`src/rtl/tick_timer_pkg.sv`:
```
`timescale 1ns/1ps
package tick_timer_pkg;
    localparam int OFF_CTRL   = 'h0;
    localparam int OFF_RELOAD = 'h4;
    localparam int OFF_CUR    = 'h8;
    localparam int OFF_CAL    = 'hC;
    localparam int BIT_EN     = 0;
    localparam int BIT_IE     = 1;
    localparam int BIT_SRC    = 2;
    localparam int BIT_FLAG   = 16;
endpackage

```
`src/rtl/tick_timer_src.sv`:
```
`timescale 1ns/1ps
module tick_timer_src (
    input  logic src_core,
    input  logic ref_tick,
    output logic tick
);
    always_comb begin
        tick = src_core ? 1'b1 : ref_tick;
    end
endmodule

```
`src/rtl/tick_timer_core.sv`:
```
`timescale 1ns/1ps
module tick_timer_core #(
    parameter int ADDR_W = 4,
    parameter int DATA_W = 32,
    parameter int CNT_W  = 32
) (
    input  logic              clk,
    input  logic              rst_n,
    input  logic              tick,
    input  logic              bus_wr,
    input  logic              bus_rd,
    input  logic [ADDR_W-1:0] bus_addr,
    input  logic [DATA_W-1:0] bus_wdata,
    output logic              en_q,
    output logic              ie_q,
    output logic              src_q,
    output logic              flag_q,
    output logic [CNT_W-1:0]  reload_q,
    output logic [CNT_W-1:0]  count_q,
    output logic              irq
);
    import tick_timer_pkg::*;

    typedef struct packed {
        logic             en;
        logic             ie;
        logic             src;
        logic             flag;
        logic             pend;
        logic             irq;
        logic [CNT_W-1:0] reload;
        logic [CNT_W-1:0] count;
    } state_t;

    state_t st_q, st_d;
    logic   wr_ctrl, wr_rel, wr_cur, rd_ctrl, expire;

    always_comb begin
        wr_ctrl = bus_wr && (bus_addr == ADDR_W'(OFF_CTRL));
        wr_rel  = bus_wr && (bus_addr == ADDR_W'(OFF_RELOAD));
        wr_cur  = bus_wr && (bus_addr == ADDR_W'(OFF_CUR));
        rd_ctrl = bus_rd && (bus_addr == ADDR_W'(OFF_CTRL));
        expire  = 1'b0;
        st_d     = st_q;
        st_d.irq = 1'b0;

        // counting step, skipped when software rewrites control or count
        if (st_q.en && tick && !wr_ctrl && !wr_cur) begin
            if (st_q.pend) begin
                st_d.count = st_q.reload;
                st_d.pend  = 1'b0;
            end else if (st_q.count == '0) begin
                if (st_q.reload == '0) begin
                    st_d.en = 1'b0;
                end else begin
                    st_d.count = st_q.reload;
                end
            end else begin
                st_d.count = st_q.count - 1'b1;
                expire     = (st_q.count == CNT_W'(1));
            end
        end

        if (rd_ctrl) begin
            st_d.flag = 1'b0;
        end
        if (expire) begin
            st_d.flag = 1'b1;
            st_d.irq  = st_q.ie;
        end

        if (wr_ctrl) begin
            st_d.en   = bus_wdata[BIT_EN];
            st_d.ie   = bus_wdata[BIT_IE];
            st_d.src  = bus_wdata[BIT_SRC];
            st_d.pend = bus_wdata[BIT_EN] && (st_q.pend || !st_q.en);
        end
        if (wr_rel) begin
            st_d.reload = bus_wdata[CNT_W-1:0];
        end
        if (wr_cur) begin
            st_d.count = st_q.reload;
            st_d.flag  = 1'b0;
            st_d.pend  = 1'b0;
        end
    end

    always_ff @(posedge clk) begin
        if (!rst_n) begin
            st_q <= '0;
        end else begin
            st_q <= st_d;
        end
    end

    assign en_q     = st_q.en;
    assign ie_q     = st_q.ie;
    assign src_q    = st_q.src;
    assign flag_q   = st_q.flag;
    assign reload_q = st_q.reload;
    assign count_q  = st_q.count;
    assign irq      = st_q.irq;
endmodule

```
`src/rtl/tick_timer_rdmux.sv`:
```
`timescale 1ns/1ps
module tick_timer_rdmux #(
    parameter int ADDR_W    = 4,
    parameter int DATA_W    = 32,
    parameter int CNT_W     = 32,
    parameter int CAL_VALUE = 10000
) (
    input  logic              bus_rd,
    input  logic [ADDR_W-1:0] bus_addr,
    input  logic              en_q,
    input  logic              ie_q,
    input  logic              src_q,
    input  logic              flag_q,
    input  logic [CNT_W-1:0]  reload_q,
    input  logic [CNT_W-1:0]  count_q,
    output logic [DATA_W-1:0] bus_rdata
);
    import tick_timer_pkg::*;

    always_comb begin
        bus_rdata = '0;
        if (bus_rd) begin
            case (bus_addr)
                ADDR_W'(OFF_CTRL): begin
                    bus_rdata[BIT_EN]   = en_q;
                    bus_rdata[BIT_IE]   = ie_q;
                    bus_rdata[BIT_SRC]  = src_q;
                    bus_rdata[BIT_FLAG] = flag_q;
                end
                ADDR_W'(OFF_RELOAD): bus_rdata[CNT_W-1:0] = reload_q;
                ADDR_W'(OFF_CUR):    bus_rdata[CNT_W-1:0] = en_q ? count_q : '0;
                ADDR_W'(OFF_CAL):    bus_rdata = DATA_W'(CAL_VALUE);
                default:             bus_rdata = '0;
            endcase
        end
    end
endmodule

```
`src/rtl/tick_timer.sv`:
```
`timescale 1ns/1ps
module tick_timer #(
    parameter int ADDR_W    = 4,
    parameter int CNT_W     = 32,
    parameter int CAL_VALUE = 10000
) (
    input  logic              clk,
    input  logic              rst_n,
    input  logic              ref_tick,
    input  logic              bus_wr,
    input  logic              bus_rd,
    input  logic [ADDR_W-1:0] bus_addr,
    input  logic [31:0]       bus_wdata,
    output logic [31:0]       bus_rdata,
    output logic              irq
);
    localparam int DATA_W = 32;

    logic             tick;
    logic             en_q, ie_q, src_q, flag_q;
    logic [CNT_W-1:0] reload_q, count_q;

    tick_timer_src u_src (
        .src_core (src_q),
        .ref_tick (ref_tick),
        .tick     (tick)
    );

    tick_timer_core #(.ADDR_W(ADDR_W), .DATA_W(DATA_W), .CNT_W(CNT_W)) u_core (
        .clk       (clk),
        .rst_n     (rst_n),
        .tick      (tick),
        .bus_wr    (bus_wr),
        .bus_rd    (bus_rd),
        .bus_addr  (bus_addr),
        .bus_wdata (bus_wdata),
        .en_q      (en_q),
        .ie_q      (ie_q),
        .src_q     (src_q),
        .flag_q    (flag_q),
        .reload_q  (reload_q),
        .count_q   (count_q),
        .irq       (irq)
    );

    tick_timer_rdmux #(.ADDR_W(ADDR_W), .DATA_W(DATA_W), .CNT_W(CNT_W),
                       .CAL_VALUE(CAL_VALUE)) u_rdmux (
        .bus_rd    (bus_rd),
        .bus_addr  (bus_addr),
        .en_q      (en_q),
        .ie_q      (ie_q),
        .src_q     (src_q),
        .flag_q    (flag_q),
        .reload_q  (reload_q),
        .count_q   (count_q),
        .bus_rdata (bus_rdata)
    );
endmodule

```
`config.mk`:
```
export PLATFORM = sky130hd
export DESIGN_NAME = tick_timer
export DESIGN_NICKNAME = d
export VERILOG_FILES = /design/src/rtl/tick_timer_pkg.sv /design/src/rtl/tick_timer_src.sv /design/src/rtl/tick_timer_core.sv /design/src/rtl/tick_timer_rdmux.sv /design/src/rtl/tick_timer.sv
export SDC_FILE = /design/constraint.sdc
export NUM_CORES = 1
export LEC_CHECK = 0
export BUFFER_PORTS_ARGS = -buffer_cell sky130_fd_sc_hd__buf_2
export CAP_MARGIN = 15
export CORE_MARGIN = 2
export CORE_UTILIZATION = 55
export CTS_BUF_LIST = sky130_fd_sc_hd__clkbuf_4 sky130_fd_sc_hd__clkbuf_8 sky130_fd_sc_hd__clkbuf_16
export CTS_CLUSTER_SIZE = 12
export DETAILED_ROUTE_END_ITERATION = 10
export PLACE_DENSITY = 0.79
export SLEW_MARGIN = 20
export SYNTH_ARGS = -nofsm -noshare
export SYNTH_HDL_FRONTEND = slang
export SYNTH_HIERARCHICAL = 1
export SYNTH_SLANG_ARGS = --single-unit
```
`constraint.sdc`:
```
create_clock -name clk -period 3 [get_ports clk]
set_clock_uncertainty 0.05 [all_clocks]
set_input_delay 0.15 -clock clk [delete_from_list [all_inputs] [get_ports clk]]
set_output_delay 0.15 -clock clk [all_outputs]
set_load 0.005 [all_outputs]
```
# Yosys cells after proc, flatten, opt, wreduce, memory -nomap -nowiden
# Cells that the tools add are included.
# W data, S select, Z words.
[word_totals] regBits=70 wordCells=64
[classes] n_addsub=1 eq_ne=6 muxes=24 bitwise=1 reduce_logical=24
[ops] operator="$mux W32" n=7
[ops] operator="$logic_not A32 Y1" n=2
[ops] operator="$pmux W13 S3" n=1
[ops] operator="$eq A32 B1 Y1 const B" n=1
[ops] operator="$sub A32 B1 Y32 const B" n=1
[ops] operator="$pmux W15 S2" n=1
[ops] operator="$mux W1" n=12
[ops] operator="$reduce_bool A2 Y1" n=5
[ops] operator="$pmux W3 S3" n=1
[ops] operator="$eq A4 B4 Y1 const B" n=2
[ops] operator="$logic_and A1 B1 Y1" n=8
[ops] operator="$eq A4 B3 Y1 const B" n=1
[ops] operator="$logic_not A4 Y1" n=1
[ops] operator="$ne A4 B2 Y1 const B" n=1
[ops] operator="$reduce_and A2 Y1" n=2
[ops] operator="$reduce_and A4 Y1" n=1
[ops] operator="$logic_not A1 Y1" n=3
[ops] operator="$mux W3" n=1
[ops] operator="$pmux W1 S3" n=1
[ops] operator="$ne A2 B2 Y1 const B" n=1
[ops] operator="$reduce_or A2 Y1" n=1
[ops] operator="$logic_or A1 B1 Y1" n=1
[ops] operator="$not A1 Y1" n=1

# Depth between registers and ports, before layout
[logic_depth] word_depth=7 depth_mapped=10 ltp_nobuf=8

# Cells and area by module
# The synthesis kept the hierarchy.
[modules_own_cells] mod="tick_timer_core" n_inst=1 cells_each=537 area_each_um2=4071.4 seq_area_each_um2=1401.3
[modules_own_cells] mod="tick_timer_rdmux" n_inst=1 cells_each=92 area_each_um2=656.9 seq_area_each_um2=0.0
[modules_own_cells] mod="tick_timer_src" n_inst=1 cells_each=1 area_each_um2=6.3 seq_area_each_um2=0.0

# Worst setup path before layout
# No wires, ideal clock.
[synth_timing] path_type="register to register" startpoint="register u_core.st_q, in the netlist u_core/count_q[0]" endpoint="register u_core.st_q, in the netlist u_core/count_q[18]" arrival_time_ps=2044 required_time_ps=2818 slack_ps=774 path_stages_with_launch=10 path_cell_list="dfxtp_1 > inv_1 > ha_1 > nor3b_2 > nand4_4 > o31a_1 > buf_2 > mux2_1 > nand2_1 > a21oi_1"
[synth_between] elab_chain_len=5
[synth_lines] item="start: declaration" line_no="tick_timer_core.sv:35" text="state_t st_q, st_d;"
[synth_lines] item="start signal: assignment" line_no="tick_timer_core.sv:92" text="st_q <= st_d;"
[synth_lines] item="$sub A32 B1 Y32 or $logic_not A32 Y1 (tied branches)" line_no="tick_timer_core.sv:59, tick_timer_core.sv:52"
[synth_lines] item="$mux W32" line_no="tick_timer_core.sv:52" text="end else if (st_q.count == '0) begin"
[synth_lines] item="$mux W32" line_no="tick_timer_core.sv:49" text="if (st_q.pend) begin"
[synth_lines] item="$mux W32" line_no="tick_timer_core.sv:48" text="if (st_q.en && tick && !wr_ctrl && !wr_cur) begin"
[synth_lines] item="$mux W32" line_no="tick_timer_core.sv:81" text="if (wr_cur) begin"
# Several ways; a longest one is shown, not always the timed one. The select of a mux whose other input is x is not followed.
# A chain may end at the register's enable or synchronous reset.

# Worst setup path after layout
[layout_timing] startpoint="register u_core.st_q, in the netlist u_core/count_q[0]" endpoint="register u_core.st_q, in the netlist u_core/count_q[7]"
# Same word-level chain as after synthesis.

==> metrics.md <==
| Metric | Value |
|---|---|
| Cts repair resizes | `0` |
| Critical path arrival | `2.90 ns` |
| Setup Viol. Count Final | `0` |
| Starting Density | `57.05%` |
| IR drop worst, VDD | `about 0.27 mV` |
| Part of the Yosys area used for sequential elements | `between 20% and 30%` |
| DRT antenna net count | `0` |
| Critical setup path kind | `reg2reg` |
| Clock-pin slew on the worst setup and hold paths | `0.08 ns` |
| Leakage power | `1.980 nW` |
| Fin crit period | `2.688 ns` |
| Clock Latency Late Sink | `0.35 ns` |
| DRC errors left | `0` |
| Worst Setup End Kind | `register` |
| Worst setup path startpoint | `u_core/count_q[0]` |
| First-pass GRT wire length | `22,040 um` |
| Combinational family with the most area after synthesis | `simple AND/OR/NAND/NOR gates` |
| Max-Cap Viols | `0` |
| Max clock buf depth | `2` |
| DR WL/cell | `17.58 um` |
| Yosys cell types | `60` |
| Non-Filler Instances | `slightly below 800` |
| Post-Synth XOR/XNOR Area | `0%` |
| Core Footprint | `8299 um^2` |
| P&R area growth vs syn | `10.23%` |
| RSZ-0062 raised after global routing | `false` |
| # IOs | `74` |
| Reg2reg setup slack | `0.31 ns` |
| FMAX | `372.1 MHz` |
| Chip Width | `96.78 um` |
| Wire length on met3 | `1315 um` |
| Initial drt markers | `437` |
| Setup Buffers After CTS | `0` |
| Multiplexer share of the synthesized area | `2.114%` |
| Mapped cell area | `4735 um^2` |
| Vias | `4,821` |
| Post-Route WL | `13,520 um` |
| GPL Wtd Cong | `0.9062` |
| Worst reg2reg path depth | `9` |
| H-tree Lvls | `3` |
| FFs w/ async S/R, synth | `0%` |
| WL met2 | `6426 um` |
| Yosys warnings | `6` |
| Critical Path RT | `between 3 and 4 ns` |
| Gate Count Post-Synth | `630` |
| Adder-cell share of the synthesized area | `0.5285%` |
| Nets | `702` |
| GRT overflow | `0` |
| Die span in y | `around 97 um` |
| Slowest CP cell | `dfxtp_1` |
| Slew headroom | `32.30%` |
| Rows | `33` |
| Top FF cell, synth | `dfxtp_1` |
| Root buffer cell | `clkbuf_8` |
| Vias per cell | `6.269` |
| Hold/Removal Path Class | `in2reg` |
| Layout cells sized above 1 | `20.03%` |
| Antenna fix cells | `0` |
| PwrDens | `~490 nW/um^2` |
| Slew Viols, Final | `0` |
| Placed instance count | `723` |
| Router iterations before antenna repair | `5` |
| Mapped Nets | `673` |
| Total GRT Usage | `between 20% and 30%` |
| Worst path cell trace | `inv_1 > ha_1 > nor3b_2 > nand4_4 > buf_4 > nor2_2 > a31oi_1 > nand2_1 > o22ai_1` |
| Startpoint types | `register` |
| Hold path cells | `3` |
| Run status | `finished, final reports clean` |
| CP peak stage delay | `0.46 ns` |
| Vias in the first global route | `4,515` |
| RR Endpoint | `u_core/count_q[7]` |
| IO buf count | `73` |
| Measured slew at the worst slew-check pin | `1.014 ns` |
| CTS sink cnt | `70` |
| Final period utilization | `89.59%` |
| DRT met1 WL | `5490 um` |
| Syn_area_per_cell | `between 7 and 8 um^2` |
| Simple-gate area share of the yosys netlist | `between 20% and 30%` |
| Final HPWL DP | `between 9000 and 10,000 um` |
| Hold Buf Count CTS | `30` |
| Final hold vios | `0` |
| Number of synthesized register bits | `70` |
| CTS tree | `done` |
| Final TNS setup | `0 ns` |
| Die footprint | `9366 um^2` |
| Worst-path maximum fanout | `12` |
| Num CTS Buffers | `9` |
| Compound-Gate Fraction of Synth Area | `24.50%` |
| Highest Signal Layer | `met4` |
| Post-synth EDFFs | `0` |
| Worst setup path end | `u_core/count_q[7]` |
| Largest net degree at the start of global routing | `56` |
| Origin of the critical flop-to-flop path | `u_core/count_q[0]` |
| Initial antenna violation count | `0` |
-- worst min path at each step --
stage	start	end
3_5_place_dp	bus_wdata[12]	u_core/reload_q[12]
3_3_place_gp	bus_wdata[6]	u_core/reload_q[6]
5_1_grt	bus_wdata[0]	u_core/reload_q[0]
6_report	bus_wdata[2]	u_core/reload_q[2]
2_1_floorplan	bus_wdata[1]	u_core/ie_q
4_1_cts	bus_wdata[0]	u_core/reload_q[0]
-- placed cells by master (no fill, tap or decap), types with 3 or more instances in the layout --
master         count
nor2_1            43
mux2_1             4
a32oi_1           27
a31oi_1            4
nand4_1            7
buf_2             73
a21oi_1           83
nor2b_1           15
o31a_1             4
nand2_1          109
nand2b_1           3
o22ai_1            8
nor3_1            19
buf_4             18
mux2_2             4
o211ai_1           3
clkbuf_8           9
inv_1              6
dlygate4sd3_1     30
and3_1             3
a21o_1             8
nor4_1            15
nand3_1           15
and2_1             4
dfxtp_1           70
o21ai_1            3
o21ai_0           25
-- final cells by class --
type / instances / area (um^2)
clock buffer: 9 / 123.9
timing repair buffer: 122 / 820.8
inverter: 7 / 26.28
sequential: 70 / 1401
clock inverter: 7 / 97.59
tap: 105 / 131.4
fill: 734 / 3080
multi-input combinational: 449 / 2618
-- flip-flops by register name (all words and copies together), names as in the netlist --
name	count
u_core/src_q	1
u_core/count_q	32
u_core/reload_q	32
u_core/ie_q	1
u_core/irq	1
u_core/st_q	1
u_core/en_q	1
u_core/flag_q	1
-- synth_stat cells, types with 6 or more instances --
master / number / area [um^2]
nor4_1: 15 / 93.84
inv_1: 6 / 22.52
o21ai_0: 25 / 125.1
dfxtp_1: 70 / 1401
clkbuf_1: 18 / 67.56
nor3_1: 19 / 95.09
nand2_1: 109 / 409.1
buf_2: 14 / 70.07
nand3_1: 15 / 75.07
a32oi_1: 27 / 236.5
buf_4: 67 / 503.0
nor2b_1: 15 / 93.84
o22ai_1: 8 / 50.05
a21oi_1: 83 / 415.4
nor2_1: 43 / 161.4
nand4_1: 7 / 43.79
a21o_1: 8 / 60.06
-- worst max-delay path, delay by kind of cell, from the launching register on --
family	cells	cell delay (ns)
AOI/OAI and AO/OA	2	0.76
and+or+nand+nor	4	0.80
adders and majority gates	1	0.26
DFF	1	0.46
buffers and inverters	2	0.27
-- where the power goes --
group	internal (mW)	total [mW]	switching [mW]
Clock	0.470	0.848	0.378
Combinational	0.291	0.759	0.468
Sequential	0.943	0.964	0.0213
-- metrics by stage --
| step | setup slack, ns | power [mW] | area, um^2 | utilization, % | hold slack, ns |
|---|---|---|---|---|---|
| floorplan | 0.7740 | 1.505 | 4735 | - | 0.2360 |
| global placement | 0.5968 | 1.665 | 4697 | 56.60 | 0.3392 |
| detailed placement | 0.4495 | 1.684 | 4697 | 56.60 | 0.3453 |
| CTS | 0.4214 | 2.561 | 5219 | 62.88 | 0.004742 |
| global route | 0.1545 | 2.683 | 5219 | 62.88 | 0.01247 |
| finish | 0.3124 | 2.571 | 5219 | 62.88 | 0.01984 |
-- routing by layer --
layer | vias up | global-route usage (%)
met2 | 299 | 45.25
met3 | 32 | 6.575
met1 | 2225 | 36.68
li1 | 2265 | -
met5 | - | 0
met4 | 0 | 10.40
-- kinds of logic (layout without fill, tap and decap cells) --
group / Yosys count / count (layout)
adder cells (fa/ha/maj): 2 / 2
multiplexers: 9 / 9
AND/OR/NAND/NOR: 257 / 257
AO/OA/AOI/OAI: 181 / 181
flip-flops: 70 / 70
buffers and inverters: 111 / 145
No activity file was read; power rests on OpenSTA's default activity.
